**src/rtl/iot_pkg.sv**
```systemverilog
// Shared types for the I/O transfer pulse sequencer.
// Assumes: nothing beyond standard SystemVerilog.
package iot_pkg;
    typedef enum logic [0:0] {
        SEQ_IDLE = 1'b0,
        SEQ_RUN  = 1'b1
    } seq_state_e;
endpackage

```
**src/rtl/iot_instr_reg.sv**
```systemverilog
// Instruction holding register: captures the instruction word on an
// accepted start and splits it into opcode, device address and function.
// Assumes: load_i is a single-cycle accept from the phase controller.
module iot_instr_reg #(
    parameter int WORD_W = 12,
    parameter int OP_W   = 3,
    parameter int FN_W   = 3,
    localparam int DEV_W = WORD_W - OP_W - FN_W
) (
    input  logic              clk,
    input  logic              rst_n,
    input  logic              load_i,
    input  logic [WORD_W-1:0] instr_i,
    output logic [OP_W-1:0]   opcode_o,
    output logic [DEV_W-1:0]  dev_o,
    output logic [FN_W-1:0]   fn_o
);
    logic [WORD_W-1:0] ir_q;

    // Capture the instruction word when a sequence is accepted.
    always_ff @(posedge clk) begin
        if (!rst_n) begin
            ir_q <= '0;
        end else if (load_i) begin
            ir_q <= instr_i;
        end
    end

    // Split the held word into its fields.
    always_comb begin
        opcode_o = ir_q[WORD_W-1 -: OP_W];
        dev_o    = ir_q[FN_W +: DEV_W];
        fn_o     = ir_q[FN_W-1:0];
    end
endmodule

```
**src/rtl/iot_phase_ctl.sv**
```systemverilog
// Phase controller: accepts a start while idle, then walks through
// 2*FN_W phases (a pulse slot and an idle slot for each function bit)
// and raises a sticky done flag at the end.
// Assumes: starts that arrive while a sequence runs are dropped.
module iot_phase_ctl
    import iot_pkg::*;
#(
    parameter int FN_W   = 3,
    localparam int SEQ_LEN = 2 * FN_W,
    localparam int PH_W    = (SEQ_LEN > 1) ? $clog2(SEQ_LEN) : 1
) (
    input  logic            clk,
    input  logic            rst_n,
    input  logic            start_i,
    output logic            accept_o,
    output logic            busy_o,
    output logic [PH_W-1:0] phase_o,
    output logic            done_o
);
    localparam logic [PH_W-1:0] LAST_PH = PH_W'(SEQ_LEN - 1);

    seq_state_e      state_q;
    logic [PH_W-1:0] phase_q;
    logic            done_q;

    // A start is taken only when no sequence is running.
    always_comb begin
        accept_o = start_i && (state_q == SEQ_IDLE);
        busy_o   = (state_q == SEQ_RUN);
        phase_o  = phase_q;
        done_o   = done_q;
    end

    // Advance state, phase counter and done flag.
    always_ff @(posedge clk) begin
        if (!rst_n) begin
            state_q <= SEQ_IDLE;
            phase_q <= '0;
            done_q  <= 1'b0;
        end else if (accept_o) begin
            state_q <= SEQ_RUN;
            phase_q <= '0;
            done_q  <= 1'b0;
        end else if (state_q == SEQ_RUN) begin
            if (phase_q == LAST_PH) begin
                state_q <= SEQ_IDLE;
                phase_q <= '0;
                done_q  <= 1'b1;
            end else begin
                phase_q <= phase_q + 1'b1;
            end
        end
    end
endmodule

```
**src/rtl/iot_pulse_gen.sv**
```systemverilog
// Pulse decoder: function bit g fires line g during phase 2*g, and only
// when the held opcode is the I/O transfer opcode.
// Assumes: phase and busy come from registers, so the outputs are clean.
module iot_pulse_gen #(
    parameter int            OP_W    = 3,
    parameter int            FN_W    = 3,
    parameter logic [OP_W-1:0] IOT_OP = 3'b110,
    localparam int SEQ_LEN = 2 * FN_W,
    localparam int PH_W    = (SEQ_LEN > 1) ? $clog2(SEQ_LEN) : 1
) (
    input  logic            busy_i,
    input  logic [PH_W-1:0] phase_i,
    input  logic [OP_W-1:0] opcode_i,
    input  logic [FN_W-1:0] fn_i,
    output logic [FN_W-1:0] iop_o
);
    logic op_hit;

    // Opcode match enables every slot.
    always_comb op_hit = busy_i && (opcode_i == IOT_OP);

    for (genvar g = 0; g < FN_W; g++) begin : g_slot
        localparam logic [PH_W-1:0] SLOT_PH = PH_W'(2 * g);
        // One slot per function bit, in ascending bit order.
        always_comb iop_o[g] = op_hit && fn_i[g] && (phase_i == SLOT_PH);
    end
endmodule

```
**src/rtl/iot_acc.sv**
```systemverilog
// Accumulator with wired-OR bus control: clear first, then OR in data-in.
// Assumes: bus lines are already resolved (wired-OR) outside the block.
module iot_acc #(
    parameter int W = 12
) (
    input  logic         clk,
    input  logic         rst_n,
    input  logic [W-1:0] din_i,
    input  logic         clr_i,
    output logic [W-1:0] ac_o
);
    logic [W-1:0] ac_q;
    logic [W-1:0] ac_base;

    // Clear takes priority over the held value; set is applied after it.
    always_comb ac_base = clr_i ? '0 : ac_q;

    // Register the updated accumulator every cycle.
    always_ff @(posedge clk) begin
        if (!rst_n) begin
            ac_q <= '0;
        end else begin
            ac_q <= ac_base | din_i;
        end
    end

    // Data-out lines mirror the accumulator.
    always_comb ac_o = ac_q;
endmodule

```
**src/rtl/iot_skip_pc.sv**
```systemverilog
// Program counter advanced by the skip line at most once per sequence.
// Assumes: accept_i and busy_i are never high together.
module iot_skip_pc #(
    parameter int PC_W = 12
) (
    input  logic            clk,
    input  logic            rst_n,
    input  logic            accept_i,
    input  logic            busy_i,
    input  logic            skip_i,
    output logic [PC_W-1:0] pc_o
);
    logic [PC_W-1:0] pc_q;
    logic            taken_q;

    // Count one skip per instruction; re-arm on each accepted start.
    always_ff @(posedge clk) begin
        if (!rst_n) begin
            pc_q    <= '0;
            taken_q <= 1'b0;
        end else if (accept_i) begin
            taken_q <= 1'b0;
        end else if (busy_i && skip_i && !taken_q) begin
            pc_q    <= pc_q + 1'b1;
            taken_q <= 1'b1;
        end
    end

    // Expose the counter.
    always_comb pc_o = pc_q;
endmodule

```
**src/rtl/iot_pulse_seq.sv**
```systemverilog
// Top level of the I/O transfer pulse sequencer: latches an instruction,
// drives its device address, sequences the function pulses, and owns the
// accumulator and program counter that bus lines modify.
// Assumes: instruction fetch and other opcodes are handled elsewhere.
module iot_pulse_seq #(
    parameter int              WORD_W     = 12,
    parameter int              OP_W       = 3,
    parameter int              FN_W       = 3,
    parameter logic [OP_W-1:0] IOT_OPCODE = 3'b110,
    parameter int              PC_W       = 12,
    localparam int DEV_W   = WORD_W - OP_W - FN_W,
    localparam int SEQ_LEN = 2 * FN_W,
    localparam int PH_W    = (SEQ_LEN > 1) ? $clog2(SEQ_LEN) : 1
) (
    input  logic              clk,
    input  logic              rst_n,
    input  logic              start_i,
    input  logic [WORD_W-1:0] instr_i,
    input  logic [WORD_W-1:0] din_i,
    input  logic              clr_ac_i,
    input  logic              skip_i,
    output logic [DEV_W-1:0]  dev_addr_o,
    output logic [WORD_W-1:0] ac_o,
    output logic [FN_W-1:0]   iop_o,
    output logic              done_o,
    output logic [PC_W-1:0]   pc_o
);
    logic            accept;
    logic            busy;
    logic [PH_W-1:0] phase;
    logic [OP_W-1:0] opcode;
    logic [FN_W-1:0] fn;

    iot_phase_ctl #(.FN_W(FN_W)) u_ctl (
        .clk      (clk),
        .rst_n    (rst_n),
        .start_i  (start_i),
        .accept_o (accept),
        .busy_o   (busy),
        .phase_o  (phase),
        .done_o   (done_o)
    );

    iot_instr_reg #(.WORD_W(WORD_W), .OP_W(OP_W), .FN_W(FN_W)) u_ir (
        .clk      (clk),
        .rst_n    (rst_n),
        .load_i   (accept),
        .instr_i  (instr_i),
        .opcode_o (opcode),
        .dev_o    (dev_addr_o),
        .fn_o     (fn)
    );

    iot_pulse_gen #(.OP_W(OP_W), .FN_W(FN_W), .IOT_OP(IOT_OPCODE)) u_pulse (
        .busy_i   (busy),
        .phase_i  (phase),
        .opcode_i (opcode),
        .fn_i     (fn),
        .iop_o    (iop_o)
    );

    iot_acc #(.W(WORD_W)) u_acc (
        .clk   (clk),
        .rst_n (rst_n),
        .din_i (din_i),
        .clr_i (clr_ac_i),
        .ac_o  (ac_o)
    );

    iot_skip_pc #(.PC_W(PC_W)) u_pc (
        .clk      (clk),
        .rst_n    (rst_n),
        .accept_i (accept),
        .busy_i   (busy),
        .skip_i   (skip_i),
        .pc_o     (pc_o)
    );
endmodule

```
**config.mk**
```make
export PLATFORM = sky130hd
export DESIGN_NAME = iot_pulse_seq
export DESIGN_NICKNAME = d
export VERILOG_FILES = /design/src/rtl/iot_pkg.sv /design/src/rtl/iot_instr_reg.sv /design/src/rtl/iot_phase_ctl.sv /design/src/rtl/iot_pulse_gen.sv /design/src/rtl/iot_acc.sv /design/src/rtl/iot_skip_pc.sv /design/src/rtl/iot_pulse_seq.sv
export SDC_FILE = /design/constraint.sdc
export NUM_CORES = 1
export LEC_CHECK = 0
export BUFFER_PORTS_ARGS = -buffer_cell sky130_fd_sc_hd__buf_2
export CELL_PAD_IN_SITES_DETAIL_PLACEMENT = 1
export CELL_PAD_IN_SITES_GLOBAL_PLACEMENT = 2
export CORE_MARGIN = 4
export CORE_UTILIZATION = 25
export DETAILED_ROUTE_END_ITERATION = 10
export GPL_ROUTABILITY_DRIVEN = 0
export PLACE_DENSITY_LB_ADDON = 0.12
export SETUP_SLACK_MARGIN = 0.1
export SLEW_MARGIN = 30
export SYNTH_ARGS = -nofsm -noshare
export SYNTH_HDL_FRONTEND = slang
export SYNTH_SLANG_ARGS = --single-unit
export TNS_END_PERCENT = 5
```
**constraint.sdc**
```tcl
create_clock -name clk -period 1.5 [get_ports clk]
set_clock_uncertainty 0.15 [all_clocks]
set_input_delay 0.15 -clock clk [delete_from_list [all_inputs] [get_ports clk]]
set_output_delay 0.15 -clock clk [all_outputs]
set_load 0.1 [all_outputs]
```
==> results of run 1 <==
==> per-layer routing <==
metal  track usage (%)  share of wire, %  vias up
met3             5.004               6.9        8
met4             4.084               1.4        0
met1             15.65                45      756
met2             21.17                46       46
li1                  -                 -      831
met5                 0                 0        -
==> cells by family (layout without fill, tap and decap cells) <==
kind of cell	after synthesis	in the layout
flip-flops	42	42
AND/OR/NAND/NOR	87	87
multiplexers	3	3
buffers and inverters	12	107
XOR/XNOR	8	8
AO/OA/AOI/OAI	38	38
adder cells (fa/ha/maj)	1	1
==> registers in the layout (all words and copies together), names as in the netlist <==
signal	count
u_ctl.phase_o	3
u_pc.pc_o	12
u_ctl.busy_o	1
u_acc.ac_o	12
u_ir.ir_q	12
u_pc.taken_q	1
u_ctl.done_o	1
==> cell usage in the layout (no fill, tap or decap), drive strengths merged <==
| master | netlist | routed |
|---|---|---|
| or2b | 1 | 1 |
| xor2 | 5 | 5 |
| nand4 | 1 | 1 |
| dlygate4sd3 | 0 | 24 |
| clkbuf | 8 | 16 |
| and4b | 2 | 2 |
| nor3 | 6 | 6 |
| nand3 | 3 | 3 |
| o21ai | 6 | 6 |
| and4 | 1 | 1 |
| nand3b | 2 | 2 |
| xnor2 | 3 | 3 |
| nand4b | 2 | 2 |
| nor3b | 2 | 2 |
| mux2 | 1 | 1 |
| buf | 1 | 64 |
| o21a | 12 | 12 |
| and2b | 1 | 1 |
| mux2i | 2 | 2 |
| nor4 | 2 | 2 |
| nand2 | 31 | 31 |
| ha | 1 | 1 |
| inv | 3 | 3 |
| nor2 | 4 | 4 |
| and2 | 8 | 8 |
| or3 | 2 | 2 |
| a21oi | 3 | 3 |
| dfxtp | 42 | 42 |
| nand2b | 4 | 4 |
| nor2b | 15 | 15 |
| a21boi | 17 | 17 |
==> final timing paths <==
kind | from | to | depth (start not counted)
worst max-delay path | u_ctl.busy_o | iop_o[0] | 4
worst min-delay path | skip_i | u_pc.taken_q | 3
worst max register to register | u_ctl.busy_o | u_pc.pc_o[7] | 7
worst min register to register | u_ir.ir_q[3] | u_ir.ir_q[3] | 2
==> report_power, final <==
part           internal [W]  total (W)  switching, W
clock              0.000366   0.000752      0.000386
sequential          0.00115    0.00118     0.0000291
combinational      0.000188   0.000545      0.000357
==> timing repair <==
item | 4_1_cts | 5_1_grt
hold buffers | 24 | 0
buffers inserted | 1 | 1
resized for setup | 15 | 21
endpoints found under the hold margin | 24 | 0
cloned | 0 | 0
pin swaps | 9 | 3
endpoints found under the setup margin | 23 | 33
==> critical path, cell delays in order (launching register included) <==
cell and delay, ns:
dfxtp_2 0.33, or2b_1 0.27, nor3_4 0.15, and4b_4 0.27, buf_12 0.17
==> per-stage QoR <==
stage | setup slack, ns | TNS [ns] | cell area (µm²) | std cells | total power [W]
2_1_floorplan | -0.04860 | -0.3347 | 1866 | 191 | 0.001541
3_3_place_gp | -0.04085 | -0.1079 | 2405 | 349 | 0.001677
3_5_place_dp | -0.07329 | -0.1950 | 2405 | 349 | 0.001681
4_1_cts | -0.3816 | -1.118 | 2771 | 381 | 0.002513
5_1_grt | -0.3640 | -2.989 | 2811 | 382 | 0.002619
6_report | -0.2836 | -1.282 | 2811 | 382 | 0.002473
==> cell type report <==
class                      instances  area (µm²)
sequential                        42       880.8
fill                             796        3983
clock buffer                       7       86.33
inverter                           3       11.26
timing repair buffer              97       773.2
multi-input combinational        137       939.7
tap                               96       120.1
==> results.md, run 1 <==
* Outcome: finished with violations
* Failing checks: negative setup slack
* Hold Path Class: in2reg
* Static leakage at 1.188 nW
* Distinct cells, synth at 33
* H-tree depth at 2
* # setup viols final at 12
* Leading area contributor after synthesis: dfxtp_1
* Final ANT Viol Nets at 0
* Post-synthesis sequential area ratio at 47.83%
* F_max at 560.7 MHz
* Most frequent cell after synthesis: dfxtp_1
* Worst vdd ir at 0.0004403 V
* DRC violations left at 0
* CTS Sinks at 42
* Minimum clock period at 1.784 ns
* Data required, critical path at 1.20 ns
* Worst Path Max Fanout at 3
* Post-Synth XOR/XNOR Area at 3.986%
* Post-synth EDFFs at 0
* YS warnings at 0
* Period utilisation layout at 118.9%
* Startpoint Class: register
* Most instantiated cells after synthesis: dfxtp_1, nand2_1, a21boi_0, nor2b_1, o21a_1
* Async SR Flop Fraction at 0%
* Worst Hold Slack at 0.08071 ns
* Crit Path Class: reg2out
* IO buf count at 62
* Cts bufs inserted at 5
* Ant. Diodes at 0
* Vias in the first global route at 1828
* Worst slew pin tran at 0.4944 ns
* Grt total ovfl at 0
* Area Growth Syn to Fin at 59.93%
* Initial Utilization at 25.87%
* Synth top area share at 47.83%
* DIE WIDTH at 91.86 µm
* Final wirelength at 4953 µm
* Initial antenna violation count at 0
* Most area-consuming cells after synthesis: dfxtp_1, nand2_1, a21boi_0, nor2b_1, o21a_1
* PwrDens at 879.7 nW/µm²
* Mapped Area at 1758 µm²
* Layout Nets at 316
* CTS tree: yes
* # rows at 30
* Clk pin slew, worst setup/hold paths at 0.07 ns
* Post-synthesis mux area share at 1.779%
* Avg WL per Cell at 12.97 µm
* Pre-antenna DRT Iters at 4
* Clk Tree Root Cell: clkbuf_8
* First-pass GRT wire length at 8825 µm
* Syn Area/Cell at 9.204 µm²
* Largest net degree at the start of global routing at 22
* Slew Limit Fails at 0
* Drt via density at 4.296
* Post-Synth Adder-Cell Area at 0.7117%
* Largest family of logic cells by synthesized area: simple AND/OR/NAND/NOR gates
* Final Util at 41.38%
* Worst-Skew Late Latency at 0.29 ns
* Core Area at 6794 µm²
* Clock buffer depth at 2
* Cells after synthesis at 191
* Net Count, Synth at 221
* Final hold violations at 0
* R2R Setup Slk at -0.08 ns
* Post-DP HPWL at 3279 µm
* Layout cells sized above 1 at 36.71%
* Complex-gate fraction of the synthesized area at 14.95%
* Vias after detailed routing at 1641
* Synth Flop Type: dfxtp_1
* Max-cap violations at 0
* Crit end category: output pin
* Die Y at 91.86 µm
* Post-Synth Simple-Gate Area at 28.11%
* Full die area at 8437 µm²
* RSZ-0062 raised after global routing: true
* Seq cells post-synth at 42
* Crit path arrival time at 1.48 ns
* All-Layer GR Usage at 12.95%
* Num ports at 63
* Initial DRC count at 17
* Post-route setup slack at -0.2836 ns
* Slew HR at 67.26%
No activity file was read; power rests on OpenSTA's default activity.
==> run 2: changes to the inputs <==
--- a/config.mk
+++ b/config.mk
@@ -10,9 +10,11 @@
 export CELL_PAD_IN_SITES_GLOBAL_PLACEMENT = 2
 export CORE_MARGIN = 4
 export CORE_UTILIZATION = 25
+export CTS_CLUSTER_DIAMETER = 30
 export DETAILED_ROUTE_END_ITERATION = 10
 export GPL_ROUTABILITY_DRIVEN = 0
 export PLACE_DENSITY_LB_ADDON = 0.12
+export REMOVE_ABC_BUFFERS = 1
 export SETUP_SLACK_MARGIN = 0.1
 export SLEW_MARGIN = 30
 export SYNTH_ARGS = -nofsm -noshare
==> results.md, run 2 (synthesized netlist as in run 1, its figures left out) <==
* IO buf count at 62 (unchanged)
* Crit path arrival time at 1.48 ns (about the same)
* Layout cells sized above 1 at 34.68% (-2.0 points)
* Minimum clock period at 1.781 ns (-0.003005 ns)
* Crit end category: output pin
* Final wirelength at 4716 µm (-4.8%)
* Drt via density at 4.209 (-2.0%)
* Ant. Diodes at 0 (unchanged)
* Final ANT Viol Nets at 0 (unchanged)
* Max-cap violations at 0 (unchanged)
* Startpoint Class: register
* Final Util at 42.56% (+1.2 points)
* Most frequent cells in the layout: dfxtp_1, buf_2, nand2_1
* Slew HR at 67.15% (-0.11 points)
* F_max at 561.6 MHz (+0.17%)
* Initial Utilization at 25.87% (unchanged)
* Vias after detailed routing at 1654 (+0.79%)
* # setup viols final at 5 (-7)
* Worst Hold Slack at 0.06837 ns (-0.01234 ns)
* Static leakage at 1.265 nW (+6.5%)
* Met3 Routed Length at 310 µm (-9.9%)
* Data required, critical path at 1.20 ns (about the same)
* DIE WIDTH at 91.86 µm (unchanged)
* Final hold violations at 0 (unchanged)
* Avg WL per Cell at 12.00 µm (-7.5%)
* Period utilisation layout at 118.7% (-0.20 points)
* DRC violations left at 0 (unchanged)
* Vias in the first global route at 1717 (-6.1%)
* Cts bufs inserted at 5 (unchanged)
* # rows at 30 (unchanged)
* Initial DRC count at 35 (+18)
* Post-route setup slack at -0.2806 ns (+0.003005 ns)
* Clk pin slew, worst setup/hold paths at 0.08 ns (about the same)
* Die Y at 91.86 µm (unchanged)
* TNS Setup at -1.019 ns (+0.2634 ns)
* M1 WL at 2119 µm (-5.9%)
* H-tree depth at 2 (unchanged)
* Crit Path Class: reg2out
* Total power at 0.002634 W (+6.5%)
* Full die area at 8437 µm² (unchanged)
* Pre-CTS WS at -0.1220 ns (-0.04871 ns)
* Num ports at 63 (unchanged)
* All-Layer GR Usage at 11.89% (-1.1 points)
* Layout Nets at 326 (+3.2%)
* Slew Limit Fails at 0 (unchanged)
* Worst vdd ir at 0.0004598 V (+4.4%)
* RSZ-0062 raised after global routing: true
* Outcome: finished with violations
* Clock buffer depth at 2 (unchanged)
* Grt total ovfl at 0 (unchanged)
* Most common cell after layout, fill and taps aside: dfxtp_1
* Failing checks: negative setup slack
* Initial antenna violation count at 0 (unchanged)
* Area Growth Syn to Fin at 64.48%
* Metal2 WL at 2227 µm (-2.6%)
* Worst-Skew Late Latency at 0.30 ns (about the same)
* Clk Tree Root Cell: clkbuf_8
* First-pass GRT wire length at 8045 µm (-8.8%)
* Largest net degree at the start of global routing at 44 (+100%)
* DR top layer: met4
* Post-DP HPWL at 3241 µm (-1.2%)
* PwrDens at 911.0 nW/µm² (+3.6%)
* Worst Path Max Fanout at 3 (unchanged)
* Pre-antenna DRT Iters at 4 (unchanged)
* Core Area at 6794 µm² (unchanged)
* CTS Sinks at 42 (unchanged)
* Worst slew pin tran at 0.4961 ns (+0.001658 ns)
* CTS tree: yes
* Hold Path Class: in2reg
## run 2: changes by cell type in the layout (fill, tap and decap cells not counted), sizes merged
cell    before  now
bufinv       0    1
clkinv       0    2
clkbuf      16   20
buf         64   68
## run 2: per-layer routing
layer,track usage [%],vias up
li1,-,847
met1,14.41,765
met2,19.16,37
met3,4.922,5
met4,3.713,0
met5,0,-
## run 2: path summary, 6_finish.rpt
path / depth (start not counted) / slack (ns) / from / end
worst max register to register: 7 / -0.10 / u_ctl.busy_o / u_pc.pc_o[10]
worst min-delay path: 3 / 0.07 / skip_i / u_pc.taken_q
worst max-delay path: 4 / -0.28 / u_ctl.busy_o / iop_o[0]
worst min register to register: 2 / 0.30 / u_ir.ir_q[10] / u_ir.ir_q[10]
## run 2: timing repair
action                     CTS  global route
pin swaps                    9             9
hold endpoints to repair    24             0
gates cloned                 0             0
buffers inserted             1             0
hold buffers                24             0
setup endpoints to repair   20            43
resized for setup           19            25
## run 2: metrics by stage
step / cells / instance area (µm²)
CTS: 393 / 2843
finish: 393 / 2892
floorplan: 182 / 1723
global placement: 360 / 2431
detailed placement: 360 / 2431
global route: 393 / 2892
## run 2: cell type report
class / instances / area (µm²)
well taps: 96 / 120.1
fillers: 777 / 3902
clock buffers: 5 / 68.82
flip-flops and latches: 42 / 842.1
multi-input cells: 137 / 907.1
inverters: 3 / 11.26
clock inverters: 3 / 40.04
repair buffers: 107 / 902.1
## run 2: critical path, stage by stage (launching register included)
cell and delay (ns):
dfxtp_2 0.33, or2b_1 0.25, nor3_2 0.15, and4b_1 0.27, buf_12 0.18
## run 2: power by group
| part | internal [W] | switching (W) | total [W] |
|---|---|---|---|
| sequential | 0.00116 | 0.0000224 | 0.00119 |
| clock | 0.000490 | 0.000409 | 0.000900 |
| combinational | 0.000193 | 0.000357 | 0.000549 |
| total | 0.00185 | 0.000788 | 0.00263 |
==> run 3: changes to the inputs <==
--- a/config.mk
+++ b/config.mk
@@ -8,6 +8,7 @@
 export BUFFER_PORTS_ARGS = -buffer_cell sky130_fd_sc_hd__buf_2
 export CELL_PAD_IN_SITES_DETAIL_PLACEMENT = 1
 export CELL_PAD_IN_SITES_GLOBAL_PLACEMENT = 2
+export CORE_ASPECT_RATIO = 1.25
 export CORE_MARGIN = 4
 export CORE_UTILIZATION = 25
 export CTS_CLUSTER_DIAMETER = 30
==> results.md, run 3 (synthesized netlist as in run 1, its figures left out) <==
* Outcome: finished with violations
* Failing checks: negative setup slack
* Final hold violations at 0 (unchanged)
* Reg-to-Reg End: u_pc.pc_o[10]
* Full die area at 8446 µm² (about the same)
* CP top delay family: simple AND/OR/NAND/NOR gates
* Hold Crit Endpoint: u_pc.taken_q
* Static leakage at 1.243 nW (-1.7%)
* Num ports at 63 (unchanged)
* R2R Setup Slk at -0.09 ns (about the same)
* Vias in the first global route at 1796 (+4.6%)
* Final ANT Viol Nets at 0 (unchanged)
* Slew HR at 66.68% (-0.47 points)
* Crit path arrival time at 1.45 ns (-0.03 ns)
* Final instance area at 2845 µm² (-1.6%)
* CP peak stage delay at 0.32 ns (about the same)
* All-Layer GR Usage at 11.82% (-0.075 points)
* Area Growth Syn to Fin at 61.85%
* # setup viols final at 4 (-1)
* H-tree depth at 2 (unchanged)
* Startpoint Class: register
* Core Area at 6689 µm² (-1.5%)
* Layout cells sized above 1 at 35.69% (+1.0 points)
* Launching point of the worst reg2reg path: u_ctl.busy_o
* Die Y at 101.8 µm (+11%)
* Initial antenna violation count at 0 (unchanged)
* Placement Cell Area at 2395 µm² (-1.5%)
* Initial DRC count at 19 (-46%)
* Most frequent cells in the layout: buf_2, dfxtp_1, nand2_1
* Clock buffer depth at 2 (unchanged)
* DRC violations left at 0 (unchanged)
* Worst-case reg-to-reg path depth at 7 (unchanged)
* # rows at 33 (+10%)
* F_max at 570.1 MHz (+1.5%)
* Data required, critical path at 1.20 ns (about the same)
* Slew Limit Fails at 0 (unchanged)
* Layout fillers at 795 (+2.3%)
* IO buf count at 62 (unchanged)
* Pre-CTS WS at -0.1136 ns (+0.008408 ns)
* Post-DP HPWL at 3388 µm (+4.6%)
* Cts bufs inserted at 5 (unchanged)
* Hold path start: skip_i
* Final wirelength at 4811 µm (+2.0%)
* Clk pin slew, worst setup/hold paths at 0.08 ns (about the same)
* Multi-input gate area in the final layout at 913.4 µm² (+0.69%)
* Initial Utilization at 26.28% (+0.41 points)
* Period utilisation layout at 116.9% (-1.8 points)
* Hold Crit Depth at 3 (unchanged)
* Vias after detailed routing at 1666 (+0.73%)
* Worst Path Max Fanout at 3 (unchanged)
* Worst Path Buf+Inv at 1 (unchanged)
* Pre-antenna DRT Iters at 3 (-1)
* Crit end category: output pin
* Drt via density at 4.339 (+3.1%)
* DIE WIDTH at 83 µm (-9.6%)
* Hold Path Class: in2reg
* Post-route setup slack at -0.2541 ns (+0.02658 ns)
* Largest net degree at the start of global routing at 27 (-39%)
* Worst slew pin tran at 0.5033 ns (+0.007152 ns)
* Layout Nets at 326 (unchanged)
* Crit Path Class: reg2out
* Worst vdd ir at 0.0004367 V (-5.0%)
* RSZ-0062 raised after global routing: true
* Clk Tree Root Cell: clkbuf_8
* Register area at 842.1 µm² (unchanged)
* CTS tree: yes
* First-pass GRT wire length at 8204 µm (+2.0%)
* Slowest CP cell: dfxtp_2
* CP cell instances: or2b_1, nor3_2, and4b_1, buf_12
* CTS Sinks at 42 (unchanged)
* Minimum clock period at 1.754 ns (-0.02658 ns)
* Grt total ovfl at 0 (unchanged)
* Avg WL per Cell at 12.53 µm (+4.4%)
* Worst-Skew Late Latency at 0.28 ns (-0.02 ns)
* Ant. Diodes at 0 (unchanged)
* PwrDens at 907.2 nW/µm² (-0.42%)
* Max-cap violations at 0 (unchanged)
[run 3: worst max path at each step]
stage                 startpoint            end  slack, ns  cells past startpoint
floorplan           u_pc.pc_o[2]  u_pc.pc_o[10]      -0.91                      4
global placement    u_ctl.busy_o       iop_o[2]      -0.09                      4
detailed placement  u_ctl.busy_o       iop_o[0]      -0.11                      4
CTS                 u_ctl.busy_o       iop_o[0]      -0.30                      4
global route        u_ctl.busy_o       iop_o[0]      -0.37                      4
finish              u_ctl.busy_o       iop_o[0]      -0.25                      4
[run 3: power by group]
| group | total (W) | switching [W] | leakage (nW) | internal (W) |
|---|---|---|---|---|
| combinational | 0.000545 | 0.000358 | 0.841 | 0.000187 |
| sequential | 0.00119 | 0.0000223 | 0.345 | 0.00116 |
| clock | 0.000851 | 0.000386 | 0.0575 | 0.000465 |
| total | 0.00258 | 0.000766 | 1.24 | 0.00181 |
[run 3: final cells by class]
type,count,area share [%]
multi-input combinational,137,32.10
timing repair buffer,107,30.21
sequential,42,29.60
clock buffer,8,3.870
tap,87,3.826
inverter,3,0.3958
[run 3: tightest hold or removal path, cell delays in order]
cell and delay, ns:
buf_2 0.11, o21ai_0 0.07, a21boi_0 0.16
[run 3: per-stage QoR]
stage                     util, %  TNS [ns]  power (W)  std cells  hold slack (ns)
after floorplan                 -    -9.729   0.001538        182           0.1175
after global routing        42.54    -1.617   0.002711        384           0.1158
final                       42.54   -0.8441   0.002581        384          0.09763
after global placement      35.80   -0.3405   0.001691        351           0.2076
after CTS                   41.98   -0.9836   0.002623        384          0.09641
after detailed placement    35.80   -0.3978   0.001694        351           0.2139
[run 3: what timing repair did]
action                                 4_1_cts  5_1_grt
gates resized for setup                     16       24
setup endpoints to repair                   21       33
hold buffers                                24        0
setup buffers                                1        0
cloned                                       0        0
endpoints found under the hold margin       24        0
pin swaps                                    8        9
[run 3: per-layer routing]
| layer | vias up | wire length, µm | global-route usage [%] |
|---|---|---|---|
| met3 | 5 | 251 | 3.499 |
| met2 | 38 | 2443 | 21.17 |
| met1 | 777 | 2069 | 13.57 |
| met5 | - | 0 | 0 |
| li1 | 846 | - | - |
| met4 | 0 | 46 | 3.774 |
